==> src/rtl/canmode_pkg.sv <==
package canmode_pkg;

    localparam int CTRL_W     = 8;
    localparam int TM_W       = 3;
    localparam int TM_NUM     = 6;
    localparam int TM_MAX     = TM_NUM - 1;

    localparam int B_RST      = 0;
    localparam int B_HALT     = 1;
    localparam int B_SLEEP    = 2;
    localparam int B_AWAKE    = 3;
    localparam int B_HBO      = 4;
    localparam int B_TM_LO    = 5;
    localparam int B_TM_HI    = B_TM_LO + TM_W - 1;

    typedef enum logic [2:0] {
        MD_RESET  = 3'd0,
        MD_HALT   = 3'd1,
        MD_SLEEP  = 3'd2,
        MD_OPER   = 3'd3,
        MD_BUSOFF = 3'd4
    } mode_e;

endpackage

==> src/rtl/canmode_ctrl_reg.sv <==
module canmode_ctrl_reg
    import canmode_pkg::*;
(
    input  logic              clk,
    input  logic              rst_n,
    input  logic              wr_en,
    input  logic [CTRL_W-1:0] wr_data,
    input  mode_e             mode_i,
    input  logic              wake_i,
    output logic              rst_req,
    output logic              halt_req,
    output logic              sleep_req,
    output logic              awake_en,
    output logic              hbo_en,
    output logic [TM_W-1:0]   tmode,
    output logic [CTRL_W-1:0] ctrl_rd
);

    logic            lock_open;
    logic            tm_ok;
    logic [TM_W-1:0] tm_new;

    assign lock_open = (mode_i == MD_RESET) || (mode_i == MD_HALT);
    assign tm_new    = wr_data[B_TM_HI:B_TM_LO];
    assign tm_ok     = (int'(tm_new) <= TM_MAX);

    always_ff @(posedge clk or negedge rst_n) begin
        if (!rst_n) begin
            rst_req   <= 1'b1;
            halt_req  <= 1'b0;
            sleep_req <= 1'b0;
            awake_en  <= 1'b0;
            hbo_en    <= 1'b0;
            tmode     <= '0;
        end else begin
            if (wr_en) begin
                rst_req  <= wr_data[B_RST];
                halt_req <= wr_data[B_HALT];
                if (lock_open) begin
                    awake_en <= wr_data[B_AWAKE];
                    hbo_en   <= wr_data[B_HBO];
                end
                if (tm_ok) begin
                    tmode <= tm_new;
                end
            end
            if (wake_i) begin
                sleep_req <= 1'b0;
            end else if (wr_en) begin
                sleep_req <= wr_data[B_SLEEP];
            end
        end
    end

    always_comb begin
        ctrl_rd                  = '0;
        ctrl_rd[B_RST]           = rst_req;
        ctrl_rd[B_HALT]          = halt_req;
        ctrl_rd[B_SLEEP]         = sleep_req;
        ctrl_rd[B_AWAKE]         = awake_en;
        ctrl_rd[B_HBO]           = hbo_en;
        ctrl_rd[B_TM_HI:B_TM_LO] = tmode;
    end

    AST_TM_LEGAL: assert property (@(posedge clk) disable iff (!rst_n)
        int'(tmode) <= TM_MAX);

    AST_LOCKED_BITS: assert property (@(posedge clk) disable iff (!rst_n)
        (mode_i != MD_RESET && mode_i != MD_HALT) |=> $stable({awake_en, hbo_en}));

    AST_NO_BUS_WAKE: assert property (@(posedge clk) disable iff (!rst_n)
        (sleep_req && !awake_en && !wr_en) |=> sleep_req);

endmodule

==> src/rtl/canmode_wake_det.sv <==
module canmode_wake_det #(
    parameter int SYNC_STAGES = 2
) (
    input  logic clk,
    input  logic rst_n,
    input  logic rx_in,
    input  logic arm,
    output logic wake
);

    localparam int LAST = SYNC_STAGES - 1;

    logic [SYNC_STAGES-1:0] sync_q;

    generate
        for (genvar g = 0; g < SYNC_STAGES; g++) begin : g_sync
            if (g == 0) begin : g_first
                always_ff @(posedge clk or negedge rst_n) begin
                    if (!rst_n) sync_q[g] <= 1'b1;
                    else        sync_q[g] <= rx_in;
                end
            end else begin : g_next
                always_ff @(posedge clk or negedge rst_n) begin
                    if (!rst_n) sync_q[g] <= 1'b1;
                    else        sync_q[g] <= sync_q[g-1];
                end
            end
        end
    endgenerate

    assign wake = arm && !sync_q[LAST];

endmodule

==> src/rtl/canmode_fsm.sv <==
module canmode_fsm
    import canmode_pkg::*;
(
    input  logic  clk,
    input  logic  rst_n,
    input  logic  rst_req,
    input  logic  halt_req,
    input  logic  sleep_req,
    input  logic  hbo_en,
    input  logic  bus_idle,
    input  logic  bus_off,
    input  logic  recov_done,
    input  logic  wake,
    output mode_e state,
    output logic  force_ea,
    output logic  rx_enable
);

    mode_e state_nx;
    logic  take_fast_halt;
    logic  suppress_q;

    assign take_fast_halt = (state == MD_BUSOFF) && !rst_req && halt_req && hbo_en;

    always_comb begin
        state_nx = state;
        if (rst_req) begin
            state_nx = MD_RESET;
        end else begin
            unique case (state)
                MD_RESET:  state_nx = halt_req ? MD_HALT : MD_OPER;
                MD_OPER: begin
                    if (bus_off)                   state_nx = MD_BUSOFF;
                    else if (halt_req && bus_idle) state_nx = MD_HALT;
                end
                MD_HALT: begin
                    if (sleep_req)      state_nx = MD_SLEEP;
                    else if (!halt_req) state_nx = MD_OPER;
                end
                MD_SLEEP: begin
                    if (!sleep_req) state_nx = halt_req ? MD_HALT : MD_OPER;
                end
                MD_BUSOFF: begin
                    if (halt_req && hbo_en) state_nx = MD_HALT;
                    else if (recov_done)    state_nx = halt_req ? MD_HALT : MD_OPER;
                end
                default:   state_nx = MD_RESET;
            endcase
        end
    end

    always_ff @(posedge clk or negedge rst_n) begin
        if (!rst_n) state <= MD_RESET;
        else        state <= state_nx;
    end

    always_ff @(posedge clk or negedge rst_n) begin
        if (!rst_n) begin
            force_ea   <= 1'b0;
            suppress_q <= 1'b0;
        end else begin
            force_ea <= take_fast_halt;
            if (wake && state == MD_SLEEP) suppress_q <= 1'b1;
            else if (bus_idle)             suppress_q <= 1'b0;
        end
    end

    assign rx_enable = (state == MD_OPER) && !suppress_q;

    AST_FORCE_FROM_BUSOFF: assert property (@(posedge clk) disable iff (!rst_n)
        force_ea |-> (state == MD_HALT && $past(state) == MD_BUSOFF));

    AST_HALT_DEFERRED: assert property (@(posedge clk) disable iff (!rst_n)
        (state == MD_BUSOFF && !hbo_en && !recov_done && !rst_req) |=> state == MD_BUSOFF);

    AST_FORCE_ONE_CYCLE: assert property (@(posedge clk) disable iff (!rst_n)
        force_ea |=> !force_ea);

endmodule

==> src/rtl/canmode_seq.sv <==
module canmode_seq
    import canmode_pkg::*;
(
    input  logic              clk,
    input  logic              rst_n,
    input  logic              wr_en,
    input  logic [CTRL_W-1:0] wr_data,
    input  logic              rx_in,
    input  logic              bus_idle,
    input  logic              bus_off,
    input  logic              recov_done,
    output logic [2:0]        mode,
    output logic [CTRL_W-1:0] ctrl_rd,
    output logic [TM_NUM-1:0] tm_onehot,
    output logic              force_ea,
    output logic              rx_enable
);

    mode_e           state;
    logic            rst_req, halt_req, sleep_req, awake_en, hbo_en;
    logic [TM_W-1:0] tmode;
    logic            wake;

    canmode_ctrl_reg u_reg (
        .clk       (clk),
        .rst_n     (rst_n),
        .wr_en     (wr_en),
        .wr_data   (wr_data),
        .mode_i    (state),
        .wake_i    (wake),
        .rst_req   (rst_req),
        .halt_req  (halt_req),
        .sleep_req (sleep_req),
        .awake_en  (awake_en),
        .hbo_en    (hbo_en),
        .tmode     (tmode),
        .ctrl_rd   (ctrl_rd)
    );

    canmode_wake_det #(.SYNC_STAGES(2)) u_wake (
        .clk   (clk),
        .rst_n (rst_n),
        .rx_in (rx_in),
        .arm   ((state == MD_SLEEP) && awake_en),
        .wake  (wake)
    );

    canmode_fsm u_fsm (
        .clk        (clk),
        .rst_n      (rst_n),
        .rst_req    (rst_req),
        .halt_req   (halt_req),
        .sleep_req  (sleep_req),
        .hbo_en     (hbo_en),
        .bus_idle   (bus_idle),
        .bus_off    (bus_off),
        .recov_done (recov_done),
        .wake       (wake),
        .state      (state),
        .force_ea   (force_ea),
        .rx_enable  (rx_enable)
    );

    generate
        for (genvar i = 0; i < TM_NUM; i++) begin : g_tm_dec
            assign tm_onehot[i] = (tmode == TM_W'(i));
        end
    endgenerate

    assign mode = state;

    AST_TM_ONEHOT: assert property (@(posedge clk) disable iff (!rst_n)
        $countones(tm_onehot) == 1);

    AST_RXEN_ONLY_OPER: assert property (@(posedge clk) disable iff (!rst_n)
        rx_enable |-> mode == 3'(MD_OPER));

    AST_RESET_WINS: assert property (@(posedge clk) disable iff (!rst_n)
        ctrl_rd[B_RST] |=> mode == 3'(MD_RESET));

endmodule

==> config.mk <==
export PLATFORM = sky130hd
export DESIGN_NAME = canmode_seq
export DESIGN_NICKNAME = d
export VERILOG_FILES = /design/src/rtl/canmode_pkg.sv /design/src/rtl/canmode_ctrl_reg.sv /design/src/rtl/canmode_wake_det.sv /design/src/rtl/canmode_fsm.sv /design/src/rtl/canmode_seq.sv
export SDC_FILE = /design/constraint.sdc
export NUM_CORES = 1
export LEC_CHECK = 0
export ABC_AREA = 1
export CORE_ASPECT_RATIO = 1.2
export CORE_MARGIN = 2
export CORE_UTILIZATION = 44
export CTS_CLUSTER_SIZE = 20
export DETAILED_ROUTE_END_ITERATION = 8
export PLACE_DENSITY = 0.88
export SLEW_MARGIN = 20
export SYNTH_ARGS = -nofsm -noshare
export SYNTH_HDL_FRONTEND = slang
export SYNTH_SLANG_ARGS = --single-unit
==> constraint.sdc <==
create_clock -name clk -period 3.5 [get_ports clk]
set_input_delay 0.875 -clock clk [delete_from_list [all_inputs] [get_ports clk]]
set_output_delay 0.875 -clock clk [all_outputs]
set_load 0.005 [all_outputs]
==> summary.md <==
| Metric | Value |
|---|---|
| Combinational share of power | `0.384` |
| Mapped Nets | `113` |
| Vias | `751` |
| Vias per cell | `5.18` |
| Die footprint | `2190 um2` |
| Post-CTS Setup Inserts | `0` |
| Number of global-route vias before repair | `764` |
| CTS Buf Count | `3` |
| Commonest non-fill, non-tap cell in the layout | `clkdlybuf4s50_1` |
| WS Path Type | `reg2out` |
| Final hold vios | `0` |
| Worst skew pair latency | `0.28 ns` |
| Final net count | `143` |
| Critical path peak fanout | `9` |
| Final WS setup | `0.988 ns` |
| Fillcell total | `150` |
| Outcome | `finished, final reports clean` |
| RePlAce Congestion | `0.805` |
| Slew Limit Headroom | `0.563` |
| Total clock sinks | `15` |
| Setup TNS Final | `0 ns` |
| Leakage dissipation | `~0.5 nW` |
| Clock Path Buffers | `2` |
| Initial DRC count | `10` |
| Clock power frac | `0.170` |
| RSZ-0062 raised after global routing | `false` |
| Num rows | `16` |
| TritonCTS clock tree | `done` |
| Worst IR Drop VDD | `0.287 mV` |
| R2R cell count | `8` |
| Max Freq | `between 0.3 and 0.4 GHz` |
| IO Count | `34` |
| Fin crit period | `approximately 2.5 ns` |
| Synthesized area | `805 um2` |
| Required @ worst endpoint | `approximately 2.6 ns` |
| Worst setup EP type | `primary output` |
| DRT antenna net count | `0` |
| Worst-Margin Slew | `0.654 ns` |
| Largest net degree at the start of global routing | `16` |
| Maxcap violations | `0` |
| DIE WIDTH | `approximately 43 um` |
| Cell variety after synth | `20` |
| Grt total ovfl | `0` |
| HP Class | `reg2reg` |
| H-tree depth | `1` |
| Cts repair resizes | `0` |
| Layout cells sized above 1 | `0.134` |
| Yosys top cell area share | `0.373` |
| Clock Skew | `approximately 0.0012 ns` |
| Switch share | `0.355` |
| Syn Area/Cell | `around 8 um2` |
| Sequential fraction of the synthesis area | `0.471` |
| ANT cells | `0` |
| Clk slew on worst S/H paths | `approximately 0.09 ns` |
| Hold Path Depth | `0` |
| Drc violations | `0` |
| CTS root buffer | `clkbuf_4` |
| Buffers on Ports | `33` |
| Final wirelength | `about 1800 um` |
| Syn Inst Count | `98` |
| Top post-synthesis cells by area | `dfrtp_1, dfstp_2, nand2_1` |
| Die Y | `around 51 um` |
| Critical path arrival | `1.64 ns` |
| Pwr dens | `around 520 nW/um2` |
| Switching Power | `0.208 mW` |
| Hold_buf cts | `0` |
| Initial antenna violation count | `0` |
| Final setup fails | `0` |
| Area grow syn2layout | `39.2%` |
| Core area | `1680 um2` |
| Synthesized flop and latch total | `15` |
| First-pass GRT wire length | `2990 um` |
| Most frequent cells in the layout | `clkdlybuf4s50_1, nand2_1, dfrtp_1` |
| Pre-CTS setup slack | `1.30 ns` |
| Element type at the critical path start | `register` |
| Starting density of the core | `0.478` |
| Hpwl dp | `around 1500 um` |
| Cell-internal power | `0.378 mW` |
| GRT Util Overall | `0.183` |
| Syn. warnings | `0` |
| Drt wl/cell | `around 13 um` |
| DRT Pass-1 Iters | `4` |
| Sequential Power Share | `0.446` |
| Synth area leader | `dfrtp_1` |
| Slew Viols, Final | `0` |
| Final period util | `0.718` |
==> synthesized netlist by cell type (all sizes together) <==
cell type and n:
nand2 20, nor3 9, dfrtp 12, dfstp 3, buf 7, inv 12
clkbuf 1, o21ai 4, a21oi 6, o22ai 1, nor2 13, nand4 1
mux2 1, nand3 8
==> power groups by stage <==
stage / logic (mW) / registers, mW / clock network (mW)
global route: 0.248 / 0.267 / 0.109
CTS: 0.227 / 0.261 / 0.104
finish: 0.225 / 0.261 / 0.0998
floorplan: 0.156 / 0.243 / 0
global placement: 0.220 / 0.261 / 0
detailed placement: 0.226 / 0.265 / 0
==> critical path, cell delays in order, from the launching register on <==
cell and delay (ns):
dfrtp_1 0.54, nand2_2 0.13, nor3_1 0.15, clkdlybuf4s50_1 0.52
==> cells by family after synthesis <==
group	count (synthesis)	synth area share
buffers and inverters	20	0.137
and+or+nand+nor	51	0.308
AOI/OAI and AO/OA	11	0.0700
DFF	15	0.471
muxes	1	0.0140
==> path summary, 6_finish.rpt <==
| check | from | endpoint | slack (ns) |
|---|---|---|---|
| setup reg to reg | u_fsm.state[2] | u_fsm.state[1] | 2.20 |
| hold / removal | u_wake.sync_q[0] | u_wake.sync_q[1] | 0.36 |
| max in group asynchronous | rst_n | u_fsm.suppress_q | 2.10 |
| setup / recovery | u_fsm.state[1] | rx_enable | 0.99 |
| min in group asynchronous | rst_n | u_fsm.force_ea | 0.98 |
| hold reg to reg | u_wake.sync_q[0] | u_wake.sync_q[1] | 0.36 |
==> sequential cells by signal (all words and copies together) (netlist names) <==
signal	flops
u_fsm.force_ea	1
u_fsm.state	3
u_fsm.suppress_q	1
u_reg.awake_en	1
u_reg.halt_req	1
u_reg.hbo_en	1
u_reg.rst_req	1
u_reg.sleep_req	1
u_reg.tmode	3
u_wake.sync_q	2
==> metrics by stage <==
step | cell area [um2] | hold slack, ns | power, mW | std cells | utilization
finish | 1120 | 0.361 | 0.586 | 145 | 0.666
CTS | 1120 | 0.363 | 0.592 | 145 | 0.666
floorplan | 805 | 0.345 | 0.399 | 98 | -
global placement | 1090 | 0.347 | 0.481 | 141 | 0.650
global route | 1120 | 0.369 | 0.624 | 145 | 0.666
detailed placement | 1090 | 0.349 | 0.491 | 141 | 0.650
==> per-layer routing <==
layer	track usage	routed length, um	vias to the layer above
met5	0	0	-
met4	0.0909	14	0
met3	0.0389	134	2
met2	0.346	974	28
met1	0.185	696	354
li1	-	-	367
==> cell type report <==
type / count / area (um2) / share of cell area
repair buffers: 33 / 330 / 0.295
flip-flops and latches: 15 / 379 / 0.339
clock buffers: 3 / 22.5 / 0.0201
inverters: 12 / 45.0 / 0.0402
well taps: 18 / 22.5 / 0.0201
clock inverters: 1 / 5.00 / 0.00447
multi-input cells: 63 / 315 / 0.282
(Power assumes the default switching activity.)
